<file path="src/rtl/pfq_pkg.sv">
package pfq_pkg;

   localparam int unsigned PFQ_SEG_SHIFT = 4;

   // true when n is a power of two (n > 0)
   function automatic bit is_pow2(input int unsigned n);
      return (n != 0) && ((n & (n - 1)) == 0);
   endfunction

   // index width for a storage of n entries (at least one bit)
   function automatic int unsigned idx_width(input int unsigned n);
      return (n > 1) ? $clog2(n) : 1;
   endfunction

endpackage

</file>
<file path="src/rtl/pfq_addr_gen.sv">
module pfq_addr_gen #(
   parameter int unsigned SEG_W   = 16,
   parameter int unsigned OFF_W   = 16,
   parameter int unsigned SHIFT   = pfq_pkg::PFQ_SEG_SHIFT,
   parameter int unsigned PADDR_W = 20
) (
   input  logic [SEG_W-1:0]   seg,
   input  logic [OFF_W-1:0]   off,
   output logic [PADDR_W-1:0] paddr
);
   localparam int unsigned SEG_SPAN = SEG_W + SHIFT;
   localparam int unsigned SUM_W    = ((SEG_SPAN > OFF_W) ? SEG_SPAN : OFF_W) + 1;

   logic [SUM_W-1:0] sum;

   assign sum = (SUM_W'(seg) << SHIFT) + SUM_W'(off);

   generate
      if (PADDR_W <= SUM_W) begin : g_trunc
         assign paddr = sum[PADDR_W-1:0];
      end else begin : g_extend
         assign paddr = PADDR_W'(sum);
      end
   endgenerate

endmodule

</file>
<file path="src/rtl/pfq_byte_fifo.sv">
module pfq_byte_fifo #(
   parameter int unsigned DATA_W = 8,
   parameter int unsigned DEPTH  = 6,
   localparam int unsigned PTR_W = pfq_pkg::idx_width(DEPTH),
   localparam int unsigned CNT_W = $clog2(DEPTH + 1)
) (
   input  logic              clk,
   input  logic              rst_n,
   input  logic              flush,
   input  logic              wr_en,
   input  logic [DATA_W-1:0] wr_data,
   input  logic              rd_en,
   output logic [DATA_W-1:0] rd_data,
   output logic [CNT_W-1:0]  count,
   output logic              empty,
   output logic              full
);
   logic [DATA_W-1:0] store [DEPTH];
   logic [PTR_W-1:0]  wr_ptr, rd_ptr, wr_ptr_nx, rd_ptr_nx;

   generate
      if (pfq_pkg::is_pow2(DEPTH)) begin : g_pow2_wrap
         assign wr_ptr_nx = wr_ptr + 1'b1;
         assign rd_ptr_nx = rd_ptr + 1'b1;
      end else begin : g_cmp_wrap
         assign wr_ptr_nx = (wr_ptr == PTR_W'(DEPTH - 1)) ? '0 : wr_ptr + 1'b1;
         assign rd_ptr_nx = (rd_ptr == PTR_W'(DEPTH - 1)) ? '0 : rd_ptr + 1'b1;
      end
   endgenerate

   assign empty   = (count == '0);
   assign full    = (count == CNT_W'(DEPTH));
   assign rd_data = store[rd_ptr];

   always_ff @(posedge clk) begin
      if (wr_en && !flush) begin
         store[wr_ptr] <= wr_data;
      end
   end

   always_ff @(posedge clk) begin
      if (!rst_n || flush) begin
         wr_ptr <= '0;
         rd_ptr <= '0;
         count  <= '0;
      end else begin
         if (wr_en) wr_ptr <= wr_ptr_nx;
         if (rd_en) rd_ptr <= rd_ptr_nx;
         case ({wr_en, rd_en})
            2'b10:   count <= count + 1'b1;
            2'b01:   count <= count - 1'b1;
            default: count <= count;
         endcase
      end
   end

   AST_NO_OVERFLOW: assert property (@(posedge clk) disable iff (!rst_n)
      full |-> !wr_en || rd_en);
   AST_NO_UNDERFLOW: assert property (@(posedge clk) disable iff (!rst_n)
      empty |-> !rd_en);
   AST_FLUSH_EMPTY: assert property (@(posedge clk) disable iff (!rst_n)
      flush |=> empty);

endmodule

</file>
<file path="src/rtl/pfq_fetch_ctl.sv">
module pfq_fetch_ctl #(
   parameter int unsigned      SEG_W     = 16,
   parameter int unsigned      OFF_W     = 16,
   parameter logic [SEG_W-1:0] RESET_SEG = '1,
   parameter logic [OFF_W-1:0] RESET_OFF = '0
) (
   input  logic             clk,
   input  logic             rst_n,
   input  logic             redir_valid,
   input  logic [SEG_W-1:0] redir_seg,
   input  logic [OFF_W-1:0] redir_off,
   input  logic             queue_full,
   input  logic             mem_ack,
   output logic             mem_req,
   output logic             accept,
   output logic [SEG_W-1:0] seg_q,
   output logic [OFF_W-1:0] off_q
);
   assign mem_req = !queue_full && !redir_valid;
   assign accept  = mem_req && mem_ack;

   always_ff @(posedge clk) begin
      if (!rst_n) begin
         seg_q <= RESET_SEG;
         off_q <= RESET_OFF;
      end else if (redir_valid) begin
         seg_q <= redir_seg;
         off_q <= redir_off;
      end else if (accept) begin
         off_q <= off_q + 1'b1;
      end
   end

   AST_REQ_HOLD: assert property (@(posedge clk) disable iff (!rst_n)
      (mem_req && !mem_ack && !redir_valid) |=> (mem_req || redir_valid) && $stable(off_q) && $stable(seg_q));
   AST_OFF_STEP: assert property (@(posedge clk) disable iff (!rst_n)
      (accept && !redir_valid) |=> off_q == OFF_W'($past(off_q) + 1'b1));
   AST_REDIR_LOAD: assert property (@(posedge clk) disable iff (!rst_n)
      redir_valid |=> (seg_q == $past(redir_seg)) && (off_q == $past(redir_off)));

endmodule

</file>
<file path="src/rtl/seg_prefetch_unit.sv">
module seg_prefetch_unit #(
   parameter int unsigned      SEG_W     = 16,
   parameter int unsigned      OFF_W     = 16,
   parameter int unsigned      PADDR_W   = 20,
   parameter int unsigned      DATA_W    = 8,
   parameter int unsigned      DEPTH     = 6,
   parameter logic [SEG_W-1:0] RESET_SEG = 16'hFFFF,
   parameter logic [OFF_W-1:0] RESET_OFF = 16'h0000
) (
   input  logic               clk,
   input  logic               rst_n,
   input  logic               redir_valid,
   input  logic [SEG_W-1:0]   redir_seg,
   input  logic [OFF_W-1:0]   redir_off,
   output logic               mem_req,
   output logic [PADDR_W-1:0] mem_addr,
   input  logic               mem_ack,
   input  logic [DATA_W-1:0]  mem_rdata,
   output logic               pop_valid,
   output logic [DATA_W-1:0]  pop_data,
   input  logic               pop_ready,
   output logic [OFF_W-1:0]   head_off
);
   localparam int unsigned CNT_W = $clog2(DEPTH + 1);

   generate
      if (DEPTH < 2) begin : g_bad_depth
         $error("seg_prefetch_unit: DEPTH must be at least 2");
      end
      if (CNT_W > OFF_W) begin : g_bad_off
         $error("seg_prefetch_unit: DEPTH too large for OFF_W");
      end
      if (PADDR_W < OFF_W) begin : g_bad_paddr
         $error("seg_prefetch_unit: PADDR_W narrower than OFF_W");
      end
   endgenerate

   logic             q_full, q_empty, accept, pop_fire;
   logic [CNT_W-1:0] q_count;
   logic [SEG_W-1:0] seg_q;
   logic [OFF_W-1:0] off_q;

   pfq_fetch_ctl #(
      .SEG_W    (SEG_W),
      .OFF_W    (OFF_W),
      .RESET_SEG(RESET_SEG),
      .RESET_OFF(RESET_OFF)
   ) u_ctl (
      .clk        (clk),
      .rst_n      (rst_n),
      .redir_valid(redir_valid),
      .redir_seg  (redir_seg),
      .redir_off  (redir_off),
      .queue_full (q_full),
      .mem_ack    (mem_ack),
      .mem_req    (mem_req),
      .accept     (accept),
      .seg_q      (seg_q),
      .off_q      (off_q)
   );

   pfq_addr_gen #(
      .SEG_W  (SEG_W),
      .OFF_W  (OFF_W),
      .SHIFT  (pfq_pkg::PFQ_SEG_SHIFT),
      .PADDR_W(PADDR_W)
   ) u_agen (
      .seg  (seg_q),
      .off  (off_q),
      .paddr(mem_addr)
   );

   assign pop_valid = !q_empty;
   assign pop_fire  = pop_valid && pop_ready && !redir_valid;

   pfq_byte_fifo #(
      .DATA_W(DATA_W),
      .DEPTH (DEPTH)
   ) u_queue (
      .clk    (clk),
      .rst_n  (rst_n),
      .flush  (redir_valid),
      .wr_en  (accept),
      .wr_data(mem_rdata),
      .rd_en  (pop_fire),
      .rd_data(pop_data),
      .count  (q_count),
      .empty  (q_empty),
      .full   (q_full)
   );

   assign head_off = off_q - OFF_W'(q_count);

   AST_HEAD_AFTER_REDIR: assert property (@(posedge clk) disable iff (!rst_n)
      redir_valid |=> head_off == $past(redir_off));
   AST_DROP_ON_REDIR: assert property (@(posedge clk) disable iff (!rst_n)
      redir_valid |=> !pop_valid);
   AST_EMPTY_POP_IGNORED: assert property (@(posedge clk) disable iff (!rst_n)
      (!pop_valid && !mem_ack && !redir_valid) |=> $stable(head_off) && !pop_valid);
   AST_FULL_NO_REQ: assert property (@(posedge clk) disable iff (!rst_n)
      (q_count == CNT_W'(DEPTH)) |-> !mem_req);

endmodule

</file>
<file path="config.mk">
export PLATFORM = sky130hd
export DESIGN_NAME = seg_prefetch_unit
export DESIGN_NICKNAME = d
export VERILOG_FILES = /design/src/rtl/pfq_pkg.sv /design/src/rtl/pfq_addr_gen.sv /design/src/rtl/pfq_byte_fifo.sv /design/src/rtl/pfq_fetch_ctl.sv /design/src/rtl/seg_prefetch_unit.sv
export SDC_FILE = /design/constraint.sdc
export NUM_CORES = 1
export LEC_CHECK = 0
export ABC_AREA = 1
export BUFFER_PORTS_ARGS = -buffer_cell sky130_fd_sc_hd__buf_2
export CAP_MARGIN = 20
export CORE_UTILIZATION = 50
export CTS_BUF_LIST = sky130_fd_sc_hd__clkbuf_8
export CTS_CLUSTER_DIAMETER = 40
export DETAILED_ROUTE_END_ITERATION = 8
export GPL_ROUTABILITY_DRIVEN = 0
export GPL_TIMING_DRIVEN = 0
export MAX_ROUTING_LAYER = met4
export PLACE_DENSITY_LB_ADDON = 0.1
export RECOVER_POWER = 25
export SLEW_MARGIN = 20
export SYNTH_ARGS = -nofsm -noshare
export SYNTH_HDL_FRONTEND = slang
export SYNTH_SLANG_ARGS = --single-unit
</file>
<file path="constraint.sdc">
create_clock -name clk -period 3.52 [get_ports clk]
set_input_delay 0.704 -clock clk [delete_from_list [all_inputs] [get_ports clk]]
set_output_delay 0.704 -clock clk [all_outputs]
set_load 0.02 [all_outputs]
</file>
# Word level (Yosys, flattened, before mapping)
# Memories as Yosys holds them, arrays and structs flattened. A register that Yosys moved wholly into a read port is not among the register bits.
# Index checks and enable logic that the tools add are counted.
[totals]
input_bits = 45
ramBits = 48
mem_bits_ro = 0
word_cells = 40
latch_bits = 0
n_memories = 1
output_inout_bits = 46
regBits = 41
[classes]
mux = 9
mul = 0
shift = 0
reduce_logical = 13
addsub = 7
order_cmp = 0
eq_ne = 5
div = 0
n_bitwise = 0
[mem_list]
columns = ["name", "words", "word_bits", "read_ports", "rd_ports_with_merged_regs", "wr", "line", "source"]
rows = [
  ["u_queue.store", 6, 8, 1, 1, 1, "pfq_byte_fifo.sv:18", "logic [DATA_W-1:0] store [DEPTH];"],
]
[ops]
columns = ["op", "n"]
rows = [
  ["2-to-1 mux 16 bit", 2],
  ["adder 20 x 16 -> 20 bit", 1],
  ["adder 16 x 1 -> 16 bit, second input constant", 1],
  ["subtractor 16 x 3 -> 16 bit", 1],
  ["2-to-1 mux 3 bit", 4],
  ["adder 3 x 1 -> 3 bit, second input constant", 3],
  ["== test 3 bit, second input constant", 3],
  ["one-hot mux 3 bit (2 select lines)", 1],
  ["logical AND 1 bit", 5],
  ["logical NOT 1 bit", 4],
  ["nonzero test 2 bit", 2],
  ["logical NOT 3 bit", 1],
  ["subtractor 3 x 1 -> 3 bit, second input constant", 1],
  ["== test 2 x 1 -> 1 bit, second input constant", 1],
  ["== test 2 bit, second input constant", 1],
  ["2-to-1 mux 1 bit", 2],
  ["logical OR 1 bit", 1],
]

# Depth between registers and ports, before layout
[logic_depth]
depth_word = 7
ltp_mapped = 11
mapped_depth_nobuf = 11

# Hierarchy
# From an unflattened synthesis, not the netlist that was laid out.
[unflattened]
hier_cells = 710
hier_area_um2 = 5398.9
[by_module_without_submodules]
columns = ["module", "instances", "cells_per_inst", "area_each_um2", "seq_area_each_um2"]
rows = [
  ["pfq_byte_fifo", 1, 216, 2411.1, 1681.6],
  ["pfq_fetch_ctl", 1, 234, 1624.1, 640.6],
  ["pfq_addr_gen", 1, 168, 862.1, 0.0],
  ["seg_prefetch_unit", 1, 92, 501.7, 0.0],
]

# Least setup slack after synthesis
# Ideal clock, no wire load.
[synth_timing]
kind = "flip-flop to output port"
from = "reg u_ctl.off_q[0]"
to = "out head_off[14]"
n_path_buf = 0
t_required_ns = 2.816
path_stages_with_launch = 8
arrival_time_ns = 1.845
slack_ns = 0.971
path_cell_list = "dfxtp_1 inv_1 ha_1 fa_1 o21ai_1 nor2_2 nand4_1 xor2_1"
[synth_via]
elab_chain_cells = 1
[synth_rtl]
columns = ["item", "line", "source"]
rows = [
  ["from (decl)", "pfq_fetch_ctl.sv:17", "output logic [OFF_W-1:0] off_q"],
  ["from (signal assigned)", "pfq_fetch_ctl.sv:28", "off_q <= redir_off;"],
  ["from (signal assigned)", "pfq_fetch_ctl.sv:30", "off_q <= off_q + 1'b1;"],
  ["subtractor 16 x 3 -> 16 bit", "seg_prefetch_unit.sv:92", "assign head_off = off_q - OFF_W'(q_count);"],
  ["to (decl)", "seg_prefetch_unit.sv:22", "output logic [OFF_W-1:0] head_off"],
]
# Every way passes these cells.

# Worst setup path in the final report
[layout_timing]
from = "reg u_ctl.off_q[0]"
to = "out head_off[12]"
# The elaborated chain is that of the path after synthesis.

==> impl_metrics.py <==
metrics = {
    "status": {
        "outcome": "completed",
    },
    "timing": {
        "final_max_slew_viol_count": 0,
        "finalSetupTns_ns": 0,
        "hold_viol_final": 0,
        "final-setup-viol-count": 0,
        "worst_clock_skew_ns": 0.0116,
        "timing.max_slew.rel_slack": 0.515,
        "rsz0062_at_grt": "no",
        "final_min_period_over_clock_period": 0.890,
        "tightestPinTransition_ns": 0.721,
        "max_freq_ghz": 0.319,
        "finalCriticalPeriod_ns": 3.13,
    },
    "setup_path": {
        "cell_family_with_most_cp_delay": "adder cells",
        "slowest_stage": "sky130_fd_sc_hd__dfxtp_1",
        "critical_path_arrival_ns": 2.43,
        "highest_fanout_seen_on_the_critical_path": 5,
        "critical_path_type": "flip-flop to output pin",
        "crit_path_cell_trace": "inv_1 -> ha_1 -> fa_1 -> o21ai_1 -> nor2_2 -> nand3_1 -> xor2_1 -> buf_2",
        "critPathRequiredTime_ns": 2.82,
        "startpoint_type": "flip-flop",
        "critical_path.endpoint_type": "output pin",
        "setup.reg_to_reg.worst_slack_ns": 1.41,
        "timing.critical_path.buf_inv": 2,
        "critPathMaxStageDelay_ns": 0.44,
    },
    "yosys": {
        "synth_edf_count": 48,
        "netlist.top_cell.by_area": "sky130_fd_sc_hd__edfxtp_1",
        "netlist-cell-type-count": 42,
        "ffs_latches_synth": 92,
        "yosys_most_used_dff": "sky130_fd_sc_hd__edfxtp_1",
        "synth_cells": 662,
        "average_cell_area_after_synthesis_sq_um": 7.90,
        "yosys.area.top_type_share": 0.275,
        "synth-async-reset-ratio": 0,
        "yosysWarningCount": 0,
        "synth_nets": 727,
        "synth_area_leaders": "sky130_fd_sc_hd__edfxtp_1, sky130_fd_sc_hd__dfxtp_1, sky130_fd_sc_hd__nand2_1",
        "synth_seq_area_share": 0.444,
        "synth.cell_area_sq_um": 5230,
    },
    "global_route": {
        "grt_antenna_before_repair": 0,
        "grt-ovfl-total": 0,
        "gr-usage-all-layers": 0.258,
        "first_global_vias": 4588,
        "pin_count_of_the_biggest_net_entering_global_routing": 18,
        "grt_first_pass_wirelength_um": 21700,
    },
    "clock_tree": {
        "cts_tree": "built",
        "cts-root-to-sink-buffers": 2,
        "clock_insertion_delay_worst_skew_ns": 0.36,
        "post-cts-setup-buffer-count": 0,
        "cts_inserted_buffers": 9,
        "ctsResizeCount": 0,
        "holdBufCountCts": 0,
        "h-tree-depth": 3,
        "clock-root-buffer": "sky130_fd_sc_hd__clkbuf_8",
        "clkSlewWorstSetupHoldPaths_ns": 0.10,
        "clkSinkCount": 92,
    },
    "detailed_routing": {
        "drt_first_iter_violations": 173,
        "remaining_drc_errors": 0,
        "routed-via-count": 4753,
        "antenna_viol_nets_final": 0,
        "drtPass1Iterations": 5,
        "vias_per_cell": 5.26,
        "detailed_route_wl_um": 12900,
        "route.detailed.wl_per_inst_um": 14.3,
    },
    "layout": {
        "area_growth_pct": 15.9,
        "seq_area_sq_um": 2320,
        "multiInputGateArea_sq_um": 2530,
        "post-route-util": 0.609,
        "fillers": 917,
        "num-nets-final": 831,
        "share_of_cells_above_drive_strength_1": 0.211,
        "antenna_cell_count": 0,
    },
    "power_and_ir_drop": {
        "leakagePower_nw": 2.78,
        "power_per_cell_area_nw_per_um2": 404,
        "ir_worst_vdd_v": 0.000200,
    },
    "floorplanning": {
        "die_height_um": 104,
        "initial_utilization": 0.526,
        "row_count": 36,
        "core-area_sq_um": 9950,
        "die_x_um": 104,
        "die_area_sq_um": 10900,
        "top_level_ports": 91,
    },
    "worst_hold_path": {
        "hold_path_class": "flip-flop to flip-flop",
    },
    "placed_design": {
        "port_buffers": 89,
        "detailed_place_hpwl_um": 10100,
    },
    "job": {
        "max_cap_viol_count": 0,
    },
}
## power breakdown
group	total (mW)	switching (mW)	internal, mW
Clock	0.673	0.405	0.268
Combinational	0.590	0.384	0.205
Sequential	1.19	0.0334	1.16
## area by class of cell
cell class / count / area share
timing repair buffer: 93 / 0.0759
multi-input combinational: 478 / 0.418
tap: 133 / 0.0274
clock buffer: 9 / 0.0204
buffer: 27 / 0.0260
sequential: 92 / 0.383
clock inverter: 7 / 0.00969
inverter: 65 / 0.0402
## tightest hold or removal path, stage by stage (launching register included)
cell	delay [ns]
sky130_fd_sc_hd__dfxtp_1	0.34
sky130_fd_sc_hd__nand2_1	0.06
sky130_fd_sc_hd__nand3_1	0.06
## state kept, by name (all words and copies together) (netlist names), named ones only
register,flops
u_ctl.off_q,16
u_ctl.seg_q,16
u_queue.count,3
u_queue.rd_ptr,3
u_queue.store,48
u_queue.wr_ptr,3
## layer usage
metal  GRT usage  vias up  part of all wire
li1            -     2388                 -
met1       0.321     2181              0.44
met2       0.422      164              0.48
met3      0.0482       20             0.057
met4      0.0816        0             0.018
met5           -        -                 0
## synthesized netlist by cell type (2+ instances only)
cell,instances
sky130_fd_sc_hd__nor3_1,4
sky130_fd_sc_hd__nor2_2,8
sky130_fd_sc_hd__a21oi_1,38
sky130_fd_sc_hd__o21ai_1,4
sky130_fd_sc_hd__clkbuf_2,2
sky130_fd_sc_hd__clkbuf_1,6
sky130_fd_sc_hd__fa_1,3
sky130_fd_sc_hd__buf_4,10
sky130_fd_sc_hd__ha_1,17
sky130_fd_sc_hd__nand3_1,60
sky130_fd_sc_hd__buf_2,7
sky130_fd_sc_hd__nand3_2,4
sky130_fd_sc_hd__nand2_2,8
sky130_fd_sc_hd__o22ai_1,8
sky130_fd_sc_hd__nand4_1,8
sky130_fd_sc_hd__edfxtp_1,48
sky130_fd_sc_hd__nor3_2,2
sky130_fd_sc_hd__a21boi_0,6
sky130_fd_sc_hd__inv_2,6
sky130_fd_sc_hd__nor2_4,4
sky130_fd_sc_hd__a22oi_1,2
sky130_fd_sc_hd__xnor2_1,2
sky130_fd_sc_hd__nor4_1,4
sky130_fd_sc_hd__nor2_1,54
sky130_fd_sc_hd__inv_1,58
sky130_fd_sc_hd__dfxtp_1,44
sky130_fd_sc_hd__nand2_1,186
sky130_fd_sc_hd__or2_2,2
sky130_fd_sc_hd__o21ai_0,26
sky130_fd_sc_hd__xor2_1,19
## stage by stage
step	hold slack (ns)	setup slack (ns)	cells	power, mW	area (sq um)
finish	0.477	0.387	904	2.45	6070
global route	0.516	0.247	904	2.58	6070
CTS	0.479	0.396	904	2.47	6080
detailed placement	0.456	0.818	888	1.80	5890
global placement	0.447	0.360	884	1.79	5840
floorplan	0.435	0.971	662	1.61	5230
## cell families after synthesis
family / share of synthesized area
DFF: 0.444
buffers and inverters: 0.0768
xor gates and xnor gates: 0.0352
AOI/OAI and AO/OA: 0.0995
adders and majority gates: 0.0521
and+or+nand+nor: 0.293
## placed cells by master, fill, tap and decap left out, drive strengths merged, types with 7 or more instances in the layout
cell,netlist,final
a21boi,7,7
a21oi,40,40
buf,19,104
clkbuf,8,25
dfxtp,44,44
edfxtp,48,48
ha,17,17
inv,64,67
nand2,194,194
nand3,65,65
nand4,8,8
nor2,66,66
o21ai,31,31
o22ai,8,8
xor2,19,19
## path summary, 6_finish.rpt
| path | startpoint | endpoint | depth (start not counted) |
|---|---|---|---|
| max | u_ctl.off_q[0] | head_off[12] | 8 |
| min | u_ctl.seg_q[2] | u_ctl.seg_q[2] | 2 |
| max reg2reg | u_queue.count[1] | u_queue.count[2] | 11 |
| min reg2reg | u_ctl.seg_q[2] | u_ctl.seg_q[2] | 2 |
Power figures use the tool's default switching activity.
